## config.mk

```make
export PLATFORM = sky130hd
export DESIGN_NAME = dirty_band_coalescer
export DESIGN_NICKNAME = d
export VERILOG_FILES = /design/src/rtl/dbc_pkg.sv /design/src/rtl/dbc_flag_store.sv /design/src/rtl/dbc_band_dirty.sv /design/src/rtl/dirty_band_coalescer.sv
export SDC_FILE = /design/constraint.sdc
export NUM_CORES = 1
export LEC_CHECK = 0
export ABC_CLOCK_PERIOD_IN_PS = 4200
export CORE_ASPECT_RATIO = 1.2
export CORE_MARGIN = 2
export CORE_UTILIZATION = 33
export DETAILED_ROUTE_END_ITERATION = 12
export DONT_BUFFER_PORTS = 1
export SETUP_SLACK_MARGIN = 0.2
export SLEW_MARGIN = 15
export SYNTH_ARGS = -nofsm -noshare
export SYNTH_HDL_FRONTEND = slang
export SYNTH_SLANG_ARGS = --single-unit
```

## constraint.sdc

```tcl
create_clock -name clk -period 4.2 [get_ports clk]
set_input_delay 0.21 -clock clk [delete_from_list [all_inputs] [get_ports clk]]
set_output_delay 0.21 -clock clk [all_outputs]
set_load 0.05 [all_outputs]
```

## src/rtl/dbc_pkg.sv

```systemverilog
package dbc_pkg;
    typedef enum logic [1:0] {
        ST_IDLE  = 2'd0,
        ST_SCAN  = 2'd1,
        ST_EMIT  = 2'd2,
        ST_CLEAR = 2'd3
    } scan_state_e;

    localparam logic [1:0] PL_INDEX  = 2'd0;
    localparam logic [1:0] PL_DIRECT = 2'd1;
    localparam logic [1:0] PL_CTRL   = 2'd2;
endpackage

```

## src/rtl/dbc_flag_store.sv

```systemverilog
module dbc_flag_store
    import dbc_pkg::*;
#(
    parameter int BANDS = 16,
    parameter int BW    = 4,
    parameter int PGW   = 6
) (
    input  logic                 clk,
    input  logic                 rst_n,
    input  logic                 mark_valid,
    input  logic [1:0]           mark_plane,
    input  logic [PGW-1:0]       mark_page,
    input  logic                 invalidate,
    input  logic                 clr_en,
    input  logic                 clr_deep,
    input  logic [BW-1:0]        clr_lo,
    input  logic [BW-1:0]        clr_hi,
    output logic [BANDS-1:0]     index_flags,
    output logic [4*BANDS-1:0]   direct_flags,
    output logic [4*BANDS-1:0]   ctrl_flags
);
    localparam int PAGES = 4 * BANDS;

    // Priority: invalidate, then a mark, then the range clear.
    always_ff @(posedge clk) begin
        if (!rst_n) begin
            index_flags  <= '0;
            direct_flags <= '0;
            ctrl_flags   <= '0;
        end else begin
            for (int i = 0; i < BANDS; i++) begin
                if (invalidate)
                    index_flags[i] <= 1'b1;
                else if (mark_valid && mark_plane == PL_INDEX && mark_page == PGW'(i))
                    index_flags[i] <= 1'b1;
                else if (clr_en && BW'(i) >= clr_lo && BW'(i) <= clr_hi)
                    index_flags[i] <= 1'b0;
            end
            for (int j = 0; j < PAGES; j++) begin
                if (invalidate)
                    direct_flags[j] <= 1'b1;
                else if (mark_valid && mark_plane == PL_DIRECT && mark_page == PGW'(j))
                    direct_flags[j] <= 1'b1;
                else if (clr_en && clr_deep && BW'(j / 4) >= clr_lo && BW'(j / 4) <= clr_hi)
                    direct_flags[j] <= 1'b0;

                if (invalidate)
                    ctrl_flags[j] <= 1'b1;
                else if (mark_valid && mark_plane == PL_CTRL && mark_page == PGW'(j))
                    ctrl_flags[j] <= 1'b1;
                else if (clr_en && clr_deep && BW'(j / 4) >= clr_lo && BW'(j / 4) <= clr_hi)
                    ctrl_flags[j] <= 1'b0;
            end
        end
    end

    // after an invalidate every flag of every plane is set
    p_invalidate_all_r8: assert property (@(posedge clk) disable iff (!rst_n)
        invalidate |=> (&index_flags) && (&direct_flags) && (&ctrl_flags));
endmodule

```

## src/rtl/dbc_band_dirty.sv

```systemverilog
module dbc_band_dirty #(
    parameter int BANDS = 16,
    parameter int BW    = 4
) (
    input  logic [BANDS-1:0]   index_flags,
    input  logic [4*BANDS-1:0] direct_flags,
    input  logic [4*BANDS-1:0] ctrl_flags,
    input  logic               deep,
    input  logic [BW-1:0]      band,
    output logic               band_dirty
);
    logic [BW+1:0] base_page;
    logic          wide_hit;

    assign base_page = {band, 2'b00};

    // a deep band also counts its four direct and four control pages
    always_comb begin
        wide_hit   = (|direct_flags[base_page +: 4]) | (|ctrl_flags[base_page +: 4]);
        band_dirty = index_flags[band] | (deep & wide_hit);
    end
endmodule

```

## src/rtl/dirty_band_coalescer.sv

```systemverilog
module dirty_band_coalescer
    import dbc_pkg::*;
#(
    parameter  int DISP_LINES = 64,
    parameter  int DISP_W     = 1024,
    localparam int BANDS      = DISP_LINES / 4,
    localparam int BW         = (BANDS > 1) ? $clog2(BANDS) : 1,
    localparam int PGW        = $clog2(4 * BANDS),
    localparam int YW         = $clog2(DISP_LINES + 1),
    localparam int WW         = $clog2(DISP_W + 1)
) (
    input  logic           clk,
    input  logic           rst_n,
    input  logic           deep_mode,
    input  logic           mark_valid,
    input  logic [1:0]     mark_plane,
    input  logic [PGW-1:0] mark_page,
    input  logic           invalidate,
    input  logic           scan_start,
    output logic           rect_valid,
    input  logic           rect_ready,
    output logic [WW-1:0]  rect_x,
    output logic [YW-1:0]  rect_y,
    output logic [WW-1:0]  rect_w,
    output logic [YW-1:0]  rect_h,
    output logic           range_valid,
    output logic [BW-1:0]  range_lo,
    output logic [BW-1:0]  range_hi,
    output logic           scan_busy,
    output logic           scan_done
);
    scan_state_e state_q, state_d;

    logic [BW-1:0]      band_q, run_start_q, lo_q, hi_q;
    logic               run_open_q, any_q, deep_q, last_q, done_q;
    logic [YW-1:0]      rect_y_q, rect_h_q;
    logic               band_dirty, at_last, clr_en;
    logic [BANDS-1:0]   index_flags;
    logic [4*BANDS-1:0] direct_flags, ctrl_flags;

    function automatic logic [YW-1:0] band_to_line(input logic [BW:0] b);
        return YW'({b, 2'b00});
    endfunction

    dbc_flag_store #(.BANDS(BANDS), .BW(BW), .PGW(PGW)) u_flags (
        .clk          (clk),
        .rst_n        (rst_n),
        .mark_valid   (mark_valid),
        .mark_plane   (mark_plane),
        .mark_page    (mark_page),
        .invalidate   (invalidate),
        .clr_en       (clr_en),
        .clr_deep     (deep_q),
        .clr_lo       (lo_q),
        .clr_hi       (hi_q),
        .index_flags  (index_flags),
        .direct_flags (direct_flags),
        .ctrl_flags   (ctrl_flags)
    );

    dbc_band_dirty #(.BANDS(BANDS), .BW(BW)) u_combine (
        .index_flags  (index_flags),
        .direct_flags (direct_flags),
        .ctrl_flags   (ctrl_flags),
        .deep         (deep_q),
        .band         (band_q),
        .band_dirty   (band_dirty)
    );

    assign at_last = (band_q == BW'(BANDS - 1));

    // state register
    always_ff @(posedge clk) begin
        if (!rst_n) state_q <= ST_IDLE;
        else        state_q <= state_d;
    end

    // transitions
    always_comb begin
        state_d = state_q;
        unique case (state_q)
            ST_IDLE:  if (scan_start) state_d = ST_SCAN;
            ST_SCAN: begin
                if ((band_dirty && at_last) || (!band_dirty && run_open_q))
                    state_d = ST_EMIT;
                else if (!band_dirty && at_last)
                    state_d = ST_CLEAR;
            end
            ST_EMIT:  if (rect_ready) state_d = last_q ? ST_CLEAR : ST_SCAN;
            ST_CLEAR: state_d = ST_IDLE;
            default:  state_d = ST_IDLE;
        endcase
    end

    // scan datapath
    always_ff @(posedge clk) begin
        if (!rst_n) begin
            band_q      <= '0;
            run_start_q <= '0;
            run_open_q  <= 1'b0;
            any_q       <= 1'b0;
            lo_q        <= '0;
            hi_q        <= '0;
            deep_q      <= 1'b0;
            last_q      <= 1'b0;
            done_q      <= 1'b0;
            rect_y_q    <= '0;
            rect_h_q    <= '0;
        end else begin
            unique case (state_q)
                ST_IDLE: if (scan_start) begin
                    band_q     <= '0;
                    run_open_q <= 1'b0;
                    any_q      <= 1'b0;
                    last_q     <= 1'b0;
                    deep_q     <= deep_mode;
                    done_q     <= 1'b0;
                end
                ST_SCAN: begin
                    if (band_dirty) begin
                        any_q <= 1'b1;
                        hi_q  <= band_q;
                        if (!any_q) lo_q <= band_q;
                        if (at_last) begin
                            rect_y_q   <= band_to_line({1'b0, run_open_q ? run_start_q : band_q});
                            rect_h_q   <= band_to_line((BW+1)'(BANDS) -
                                          {1'b0, run_open_q ? run_start_q : band_q});
                            run_open_q <= 1'b0;
                            last_q     <= 1'b1;
                        end else begin
                            if (!run_open_q) begin
                                run_start_q <= band_q;
                                run_open_q  <= 1'b1;
                            end
                            band_q <= band_q + 1'b1;
                        end
                    end else begin
                        if (run_open_q) begin
                            rect_y_q   <= band_to_line({1'b0, run_start_q});
                            rect_h_q   <= band_to_line({1'b0, band_q} - {1'b0, run_start_q});
                            run_open_q <= 1'b0;
                            last_q     <= at_last;
                        end
                        if (!at_last) band_q <= band_q + 1'b1;
                    end
                end
                ST_EMIT:  ;
                ST_CLEAR: done_q <= 1'b1;
                default:  ;
            endcase
        end
    end

    // outputs
    always_comb begin
        rect_valid  = (state_q == ST_EMIT);
        rect_x      = '0;
        rect_w      = WW'(DISP_W);
        rect_y      = rect_y_q;
        rect_h      = rect_h_q;
        clr_en      = (state_q == ST_CLEAR) && any_q;
        scan_busy   = (state_q != ST_IDLE);
        scan_done   = done_q;
        range_valid = done_q && any_q;
        range_lo    = lo_q;
        range_hi    = hi_q;
    end

    // an offered rectangle is held until taken
    p_hold_rect_r10: assert property (@(posedge clk) disable iff (!rst_n)
        (rect_valid && !rect_ready) |=> rect_valid && $stable(rect_y) && $stable(rect_h));

    // four-line grid
    p_line_grid_r1: assert property (@(posedge clk) disable iff (!rst_n)
        rect_valid |-> (rect_y[1:0] == 2'b00) && (rect_h[1:0] == 2'b00) && (rect_h != '0));

    // rectangle fits inside the display
    p_fits_display_r2: assert property (@(posedge clk) disable iff (!rst_n)
        rect_valid |-> ((YW+1)'(rect_y) + (YW+1)'(rect_h)) <= (YW+1)'(DISP_LINES));

    // ordered range
    p_range_order_r5: assert property (@(posedge clk) disable iff (!rst_n)
        range_valid |-> (range_lo <= range_hi));

    // done never seen during a scan
    p_done_idle_r9: assert property (@(posedge clk) disable iff (!rst_n)
        scan_busy |-> !scan_done);
endmodule

```

==> results of run 1 <==
-- path summary, 6_finish.rpt --
path	start	to	slack, ns
max reg2reg	band_q[0]$_SDFFE_PN0P_	rect_h[3]$_SDFFE_PN0P_	0.89
min reg2reg	u_flags.index_flags[9]$_SDFFE_PN0P_	u_flags.index_flags[9]$_SDFFE_PN0P_	0.48
max	band_q[0]$_SDFFE_PN0P_	rect_h[3]$_SDFFE_PN0P_	0.89
min	rect_ready	state_q[0]$_SDFFE_PN0P_	0.01
-- cell families (layout without fill, tap and decap cells) --
kind of cell    Yosys count  after routing  share of synthesized area
simple gates            355            355                      0.209
compound gates          208            208                      0.215
other cells               2             27                   0.000945
flops                   176            176                      0.443
buf+inv                 127             57                     0.0735
xor+xnor                  6              6                    0.00661
fa+ha+maj                 7              7                     0.0120
mux                      24             24                     0.0397
-- flip-flops by register name, indices dropped and copies added, names as in the netlist, 4 cells and up --
name / flops
u_flags.ctrl_flags: 64
u_flags.direct_flags: 64
u_flags.index_flags: 16
rect_h: 5
band_q: 4
range_hi: 4
range_lo: 4
rect_y: 4
run_start_q: 4
-- power by group through the flow --
stage | clock network [mW] | registers (mW) | logic (mW)
floorplan | 0 | 1.93 | 0.642
global placement | 0 | 1.99 | 0.685
detailed placement | 0 | 1.99 | 0.694
CTS | 1.68 | 1.95 | 0.724
global route | 1.75 | 1.98 | 0.806
finish | 1.66 | 1.96 | 0.725
-- worst register-to-register path, delay by kind of cell (launching register included) --
kind | cells | cell delay (ns)
AND/OR/NAND/NOR | 2 | 0.92
flip-flops | 1 | 0.85
AO/OA/AOI/OAI | 4 | 0.82
buffers and inverters | 2 | 0.62
-- final cells by class --
class	count	area, µm²
tap	320	400
clock inverter	14	179
timing repair buffer	10	100
clock buffer	18	439
inverter	15	58.8
sequential	176	3520
multi-input combinational	627	3940
fill	2467	15200
-- placed cells by master (no fill, tap or decap), types with 5 or more instances in the layout --
cell type / synthesis / routed
a21oi_1: 19 / 19
a221oi_1: 141 / 141
a31oi_1: 5 / 5
and3b_1: 6 / 6
buf_4: 28 / 7
clkbuf_16: 0 / 17
clkinv_4: 0 / 5
conb_1: 2 / 27
dfxtp_1: 176 / 176
ha_1: 6 / 6
inv_1: 15 / 14
mux2i_1: 18 / 18
mux4_2: 5 / 5
nand2_1: 44 / 44
nand2b_1: 7 / 7
nand3_1: 21 / 21
nand4b_1: 6 / 6
nor2_1: 177 / 177
nor2b_1: 7 / 7
nor3_1: 26 / 26
nor4_1: 18 / 18
o21ai_0: 7 / 7
o22ai_1: 6 / 6
or2_2: 10 / 10
or3_1: 6 / 6
or4_1: 7 / 7
-- stage by stage --
stage,cells,worst slack (ns),hold WS [ns],util,total power [mW]
after detailed placement,1145,0.905,0.337,0.335,2.69
after CTS,1180,0.897,0.00313,0.363,4.36
after floorplan,930,1.70,0.354,-,2.57
final,1180,0.892,0.0103,0.363,4.34
after global placement,1145,0.988,0.349,0.335,2.67
after global routing,1180,0.668,0.0185,0.363,4.53
-- layer usage --
layer	share of wire	up-vias	routed length (µm)	track usage
met1	0.45	3384	9980	0.235
met5	0	-	0	0
li1	-	3210	-	-
met4	0.024	0	521	0.0641
met3	0.045	33	987	0.0294
met2	0.48	223	10600	0.276
-- repair_timing --
item / 4_1_cts / 5_1_grt
buffers inserted: 0 / 0
endpoints found under the hold margin: 166 / 0
hold buffers: 3 / 0
==> summary.md, run 1 <==
| Metric | Value |
|---|---|
| RSZ-0062 raised after global routing | no |
| Setup_tns | 0 ns |
| Max Cap Viol | 0 |
| Worst Reg2Reg Path Length in Cells | 8 |
| Vias | 6850 |
| Total GRT Usage | 0.173 |
| RePlAce Congestion | 0.829 |
| Largest stage delay on the critical path | roughly 0.85 ns |
| Slew @ Worst Pin | 1.16 ns |
| Max Slew Vio Count | 0 |
| Main synth FF type | dfxtp_1 |
| Number of synthesis warnings | 0 |
| # rows | slightly above 60 |
| CP Cell Sequence | inv_1 > or4_1 > o22ai_1 > a311o_1 > o21ai_2 > buf_4 > or3_1 > o2111a_1 |
| Internal | 3.03 mW |
| Avg WL per Cell | 18.7 µm |
| 1st-iter DRT viols | 576 |
| Netlist Area Pre-Place | 0.00795 mm² |
| Reg clk slew, reported paths | around 0.070 ns |
| Worst EP required | 4.53 ns |
| Port Buffers | 0 |
| Minimum clock period after layout | 3.31 ns |
| DR vias/cell | 5.81 |
| DP Area | approximately 0.008 mm² |
| Vias in the first global route | 6225 |
| Kind of critical path | flip-flop to flip-flop |
| Initial antenna violation count | 0 |
| Inserted Diodes | 0 |
| CP max stage cell | dfxtp_1 |
| CTS max path bufs | 2 |
| Switch Pwr | around 1.3 mW |
| Hold Vio Cnt, Final | 0 |
| Comb power frac | 0.167 |
| Pwr/cell area | between 500 and 600 mW/mm² |
| CP top delay family | simple AND/OR/NAND/NOR gates |
| Setup violators final | 0 |
| I/O pin count | 63 |
| CTS Root Cell | clkbuf_16 |
| Worst hold-check path type | input port to flip-flop |
| Drt pass-1 iters | 4 |
| Layout cells sized above 1 | 0.0756 |
| Total CTS buffers | 17 |
| LEAKAGE | between 3 and 4 nW |
| Synth area leaders | dfxtp_1, a221oi_1, nor2_1 |
| Sink Count | 176 |
| Hold Path Cell Cnt | 4 |
| Worst Setup End Kind | flip-flop |
| CTS resizes | 0 |
| Buf+Inv Stages, Crit Path | 2 |
| CP max FO | 16 |
| Yosys reg bits | 176 |
| Drc violations | 0 |
| Crit path arrival time | around 3.6 ns |
| Design area | approximately 0.0086 mm² |
| Post-synth cell types | 60 |
| Gr ovfl total | 0 |
| Peak Freq | about 300 MHz |
| Die Wd | roughly 150 µm |
| Max IR drop VDD | approximately 0.22 mV |
| Tcrit/Tclk final | 0.788 |
| Final-stage net count | 869 |
| Clock power frac | 0.382 |
| Seq/Total Area, Yosys | 0.443 |
| Skew final | 0.0106 ns |
| Full die area | roughly 0.025 mm² |
| Final HPWL DP | ~15000 µm |
| Die Ht | 174 µm |
| Commonest cells post-synth | nor2_1, dfxtp_1, a221oi_1 |
| Syn avg cell area | 8.78 µm² |
| Ys async rst share | 0 |
| Final ANT Viol Nets | 0 |
| Cells after Synth | between 900 and 1000 |
| Levels on crit path | 8 |
| Initial Util | 0.334 |
| Clock Latency Late Sink | 0.44 ns |
| Most common cell in the synthesized netlist | nor2_1 |
| Largest area contributor in the netlist | dfxtp_1 |
| Outcome | completed |
| Nature of the critical path startpoint | flip-flop |
| Core region area | 0.0238 mm² |
| First-pass GRT wire length | about 36000 µm |
| H-tree depth | 4 |
| Relative slew slack | 0.226 |
| CTS tree | done |
| Sw Ratio | 0.302 |
| Number of synthesized flops with an enable pin | 0 |
| Largest net degree at the start of global routing | between 100 and 150 |
| Share of the synthesized area in the top cell type | 0.443 |
| Synthesis-to-layout area growth | 8.70% |
| Seq pwr share | 0.451 |
| Routed wire length | between 20000 and 25000 µm |
(Power assumes the default switching activity.)
==> run 2: changes to the inputs <==
--- a/config.mk
+++ b/config.mk
@@ -5,7 +5,8 @@
 export SDC_FILE = /design/constraint.sdc
 export NUM_CORES = 1
 export LEC_CHECK = 0
-export ABC_CLOCK_PERIOD_IN_PS = 4200
+export ABC_AREA = 1
+export ABC_CLOCK_PERIOD_IN_PS = 2700
 export CORE_ASPECT_RATIO = 1.2
 export CORE_MARGIN = 2
 export CORE_UTILIZATION = 33
==> constraint.sdc (replaced) <==
create_clock -name clk -period 2.7 [get_ports clk]
set_input_delay 0.135 -clock clk [delete_from_list [all_inputs] [get_ports clk]]
set_output_delay 0.135 -clock clk [all_outputs]
set_load 0.05 [all_outputs]
==> run 2 against run 1 <==
- synthesized cell count increased by 35%
- core utilization is 1.1 points higher
- largest power group unchanged
- non-clock buffer count increased by 33
==> summary.md, run 2 <==
| Metric | Value |
|---|---|
| H-tree depth | 4 |
| CP max stage cell | dfxtp_1 |
| Die Ht | 180 µm |
| Drc violations | 0 |
| Nature of the critical path startpoint | flip-flop |
| Final-stage net count | 1239 |
| Crit path arrival time | 2.58 ns |
| CP Cell Sequence | buf_12 > nor2_1 > nand2_1 > nor2_1 > nand2_1 > nand3_1 > nand3_1 > nand3_1 > nand2_2 > nand2_4 > nand2_4 > inv_2 > nor2_8 > nand2_4 > o21ai_1 > a21oi_1 |
| CP max FO | 24 |
| CTS max path bufs | 2 |
| LEAKAGE | 3.99 nW |
| Max IR drop VDD | 0.280 mV |
| Largest net degree at the start of global routing | ~110 |
| Ys async rst share | 0 |
| Setup violators final | 0 |
| Largest stage delay on the critical path | slightly above 0.4 ns |
| Minimum clock period after layout | 2.27 ns |
| RePlAce Congestion | between 0.9 and 1 |
| Setup_tns | 0 ns |
| Core region area | between 0.02 and 0.03 mm² |
| Yosys reg bits | between 150 and 200 |
| FILL cells | between 2000 and 3000 |
| # rows | 64 |
| I/O pin count | between 60 and 70 |
| Final HPWL DP | 18100 µm |
| 1st-iter DRT viols | a little under 600 |
| Full die area | 0.0271 mm² |
| Netlist Area Pre-Place | between 0.008 and 0.009 mm² |
| Number of synthesis warnings | 0 |
| DR vias/cell | ~5.2 |
| Worst EP required | about 3.0 ns |
| CTS tree | done |
| Final worst slack | between 0.4 and 0.5 ns |
| Commonest non-fill, non-tap cell in the layout | nand2_1 |
| Initial Util | 0.335 |
| Worst hold-check path type | input port to flip-flop |
| Layout cells sized above 1 | 0.0854 |
| Largest area contributor in the netlist | dfxtp_1 |
| Cells after Synth | 1226 |
| Worst Setup End Kind | flip-flop |
| Synth area leaders | dfxtp_1, nand2_1, a21oi_1 |
| Max Cap Viol | 0 |
| Reg clk slew, reported paths | roughly 0.07 ns |
| Total GRT Usage | 0.198 |
| Clock Latency Late Sink | 0.44 ns |
| Slew @ Worst Pin | 0.912 ns |
| First-pass GRT wire length | 42400 µm |
| Main synth FF type | dfxtp_1 |
| Share of the synthesized area in the top cell type | 0.413 |
| Most frequent cells in the layout | nand2_1, dfxtp_1, a21oi_1 |
| Worst Reg2Reg Path Length in Cells | 16 |
| Tcrit/Tclk final | 0.841 |
| Avg WL per Cell | 17.0 µm |
| Die Wd | 151 µm |
| Pwr/cell area | between 800 and 900 mW/mm² |
| Seq/Total Area, Yosys | 0.413 |
| Commonest cells post-synth | nand2_1, dfxtp_1, a21oi_1 |
| Vias | 8169 |
| Outcome | completed |
| Hold Path Cell Cnt | 4 |
| Post-synth cell types | 36 |
| Drt pass-1 iters | 5 |
| Inserted Diodes | 0 |
| Final ANT Viol Nets | 0 |
| Synthesis-to-layout area growth | 11.7% |
| Gr ovfl total | 0 |
| RSZ-0062 raised after global routing | no |
| Relative slew slack | 0.392 |
| Hold Vio Cnt, Final | 0 |
| Peak Freq | 441 MHz |
| CTS Root Cell | clkbuf_16 |
| Sink Count | between 150 and 200 |
| Largest regs | u_flags.ctrl_flags x64, u_flags.direct_flags x64, u_flags.index_flags x16 |
| Number of synthesized flops with an enable pin | 0 |
| Max Slew Vio Count | 0 |
| Setup slack at placement | about 0.36 ns |
| Total CTS buffers | 17 |
| Initial antenna violation count | 0 |
| Syn avg cell area | 6.95 µm² |
| Most common cell in the synthesized netlist | nand2_1 |
| Routed wire length | approximately 27000 µm |
| Vias in the first global route | 7771 |
| Port Buffers | 0 |
| Kind of critical path | flip-flop to flip-flop |
| Skew final | between 0.009 and 0.01 ns |
| Post-CTS setup buffers | 0 |
[run 2: cell count changes after synthesis, moves of 25 or more]
cell,delta
nand2_1,+203
a21oi_1,+142
a221oi_1,-131
a31oi_1,+89
inv_1,+66
nand3_1,+53
o21ai_0,+36
nor2_1,-25
[run 2: worst paths after layout]
check	endpoint	slack, ns	from
max reg2reg	range_lo[2]$_SDFFE_PN0P_	0.43	band_q[0]$_SDFFE_PN0P_
min reg2reg	u_flags.direct_flags[24]$_SDFFE_PN0P_	0.46	u_flags.direct_flags[24]$_SDFFE_PN0P_
max	range_lo[2]$_SDFFE_PN0P_	0.43	band_q[0]$_SDFFE_PN0P_
min	u_flags.ctrl_flags[60]$_SDFFE_PN0P_	0.02	mark_page[4]
[run 2: layout make-up]
class                      instances  area [µm²]  share of cell area
clock inverter                    10         101              0.0106
clock buffer                      22         474              0.0498
timing repair buffer              43         398              0.0418
tap                              330         413              0.0434
multi-input combinational        891        4280               0.449
inverter                          88         335              0.0352
sequential                       176        3520               0.370
[run 2: cells by family (layout without fill, tap and decap cells)]
family	count (synthesis)	after routing	share of synthesized area
AND/OR/NAND/NOR	526	526	0.261
other	2	27	0.000881
buffers and inverters	184	163	0.0989
AO/OA/AOI/OAI	328	328	0.212
flip-flops	176	176	0.413
XOR/XNOR	3	3	0.00308
adder cells (fa/ha/maj)	7	7	0.0112
[run 2: per-layer routing]
metal | global-route usage | up-vias | wire length, µm
li1 | - | 4058 | -
met1 | 0.248 | 3816 | 11300
met2 | 0.333 | 241 | 13000
met3 | 0.0294 | 54 | 1170
met4 | 0.0931 | 0 | 1070
met5 | 0 | - | 0
[run 2: through the flow]
step / std cells / instance area (µm²) / utilization / power, mW / hold slack, ns
3_3_place_gp: 1525 / 8880 / 0.349 / 5.30 / 0.239
2_1_floorplan: 1251 / 8620 / - / 4.80 / 0.277
4_1_cts: 1560 / 9500 / 0.373 / 7.78 / 0.00398
6_report: 1560 / 9520 / 0.374 / 7.78 / 0.0196
5_1_grt: 1560 / 9520 / 0.374 / 8.18 / 0.0599
3_5_place_dp: 1525 / 8880 / 0.349 / 5.31 / 0.242
[run 2: power breakdown]
group | total (mW) | switching, mW | internal, mW
Sequential | 3.12 | 0.271 | 2.85
Combinational | 2.21 | 1.55 | 0.659
Clock | 2.45 | 1.09 | 1.35
[run 2: repair_timing]
item	CTS	global route
gates resized for setup	0	5
hold buffers	3	0
endpoints found under the setup margin	0	12
endpoints found under the hold margin	130	0
[run 2: worst max-delay path, delay by kind of cell, from the launching register on]
kind | cells | cell delay, ns
AND/OR/NAND/NOR | 12 | 1.20
flip-flops | 1 | 0.41
buffers and inverters | 2 | 0.31
AO/OA/AOI/OAI | 2 | 0.20
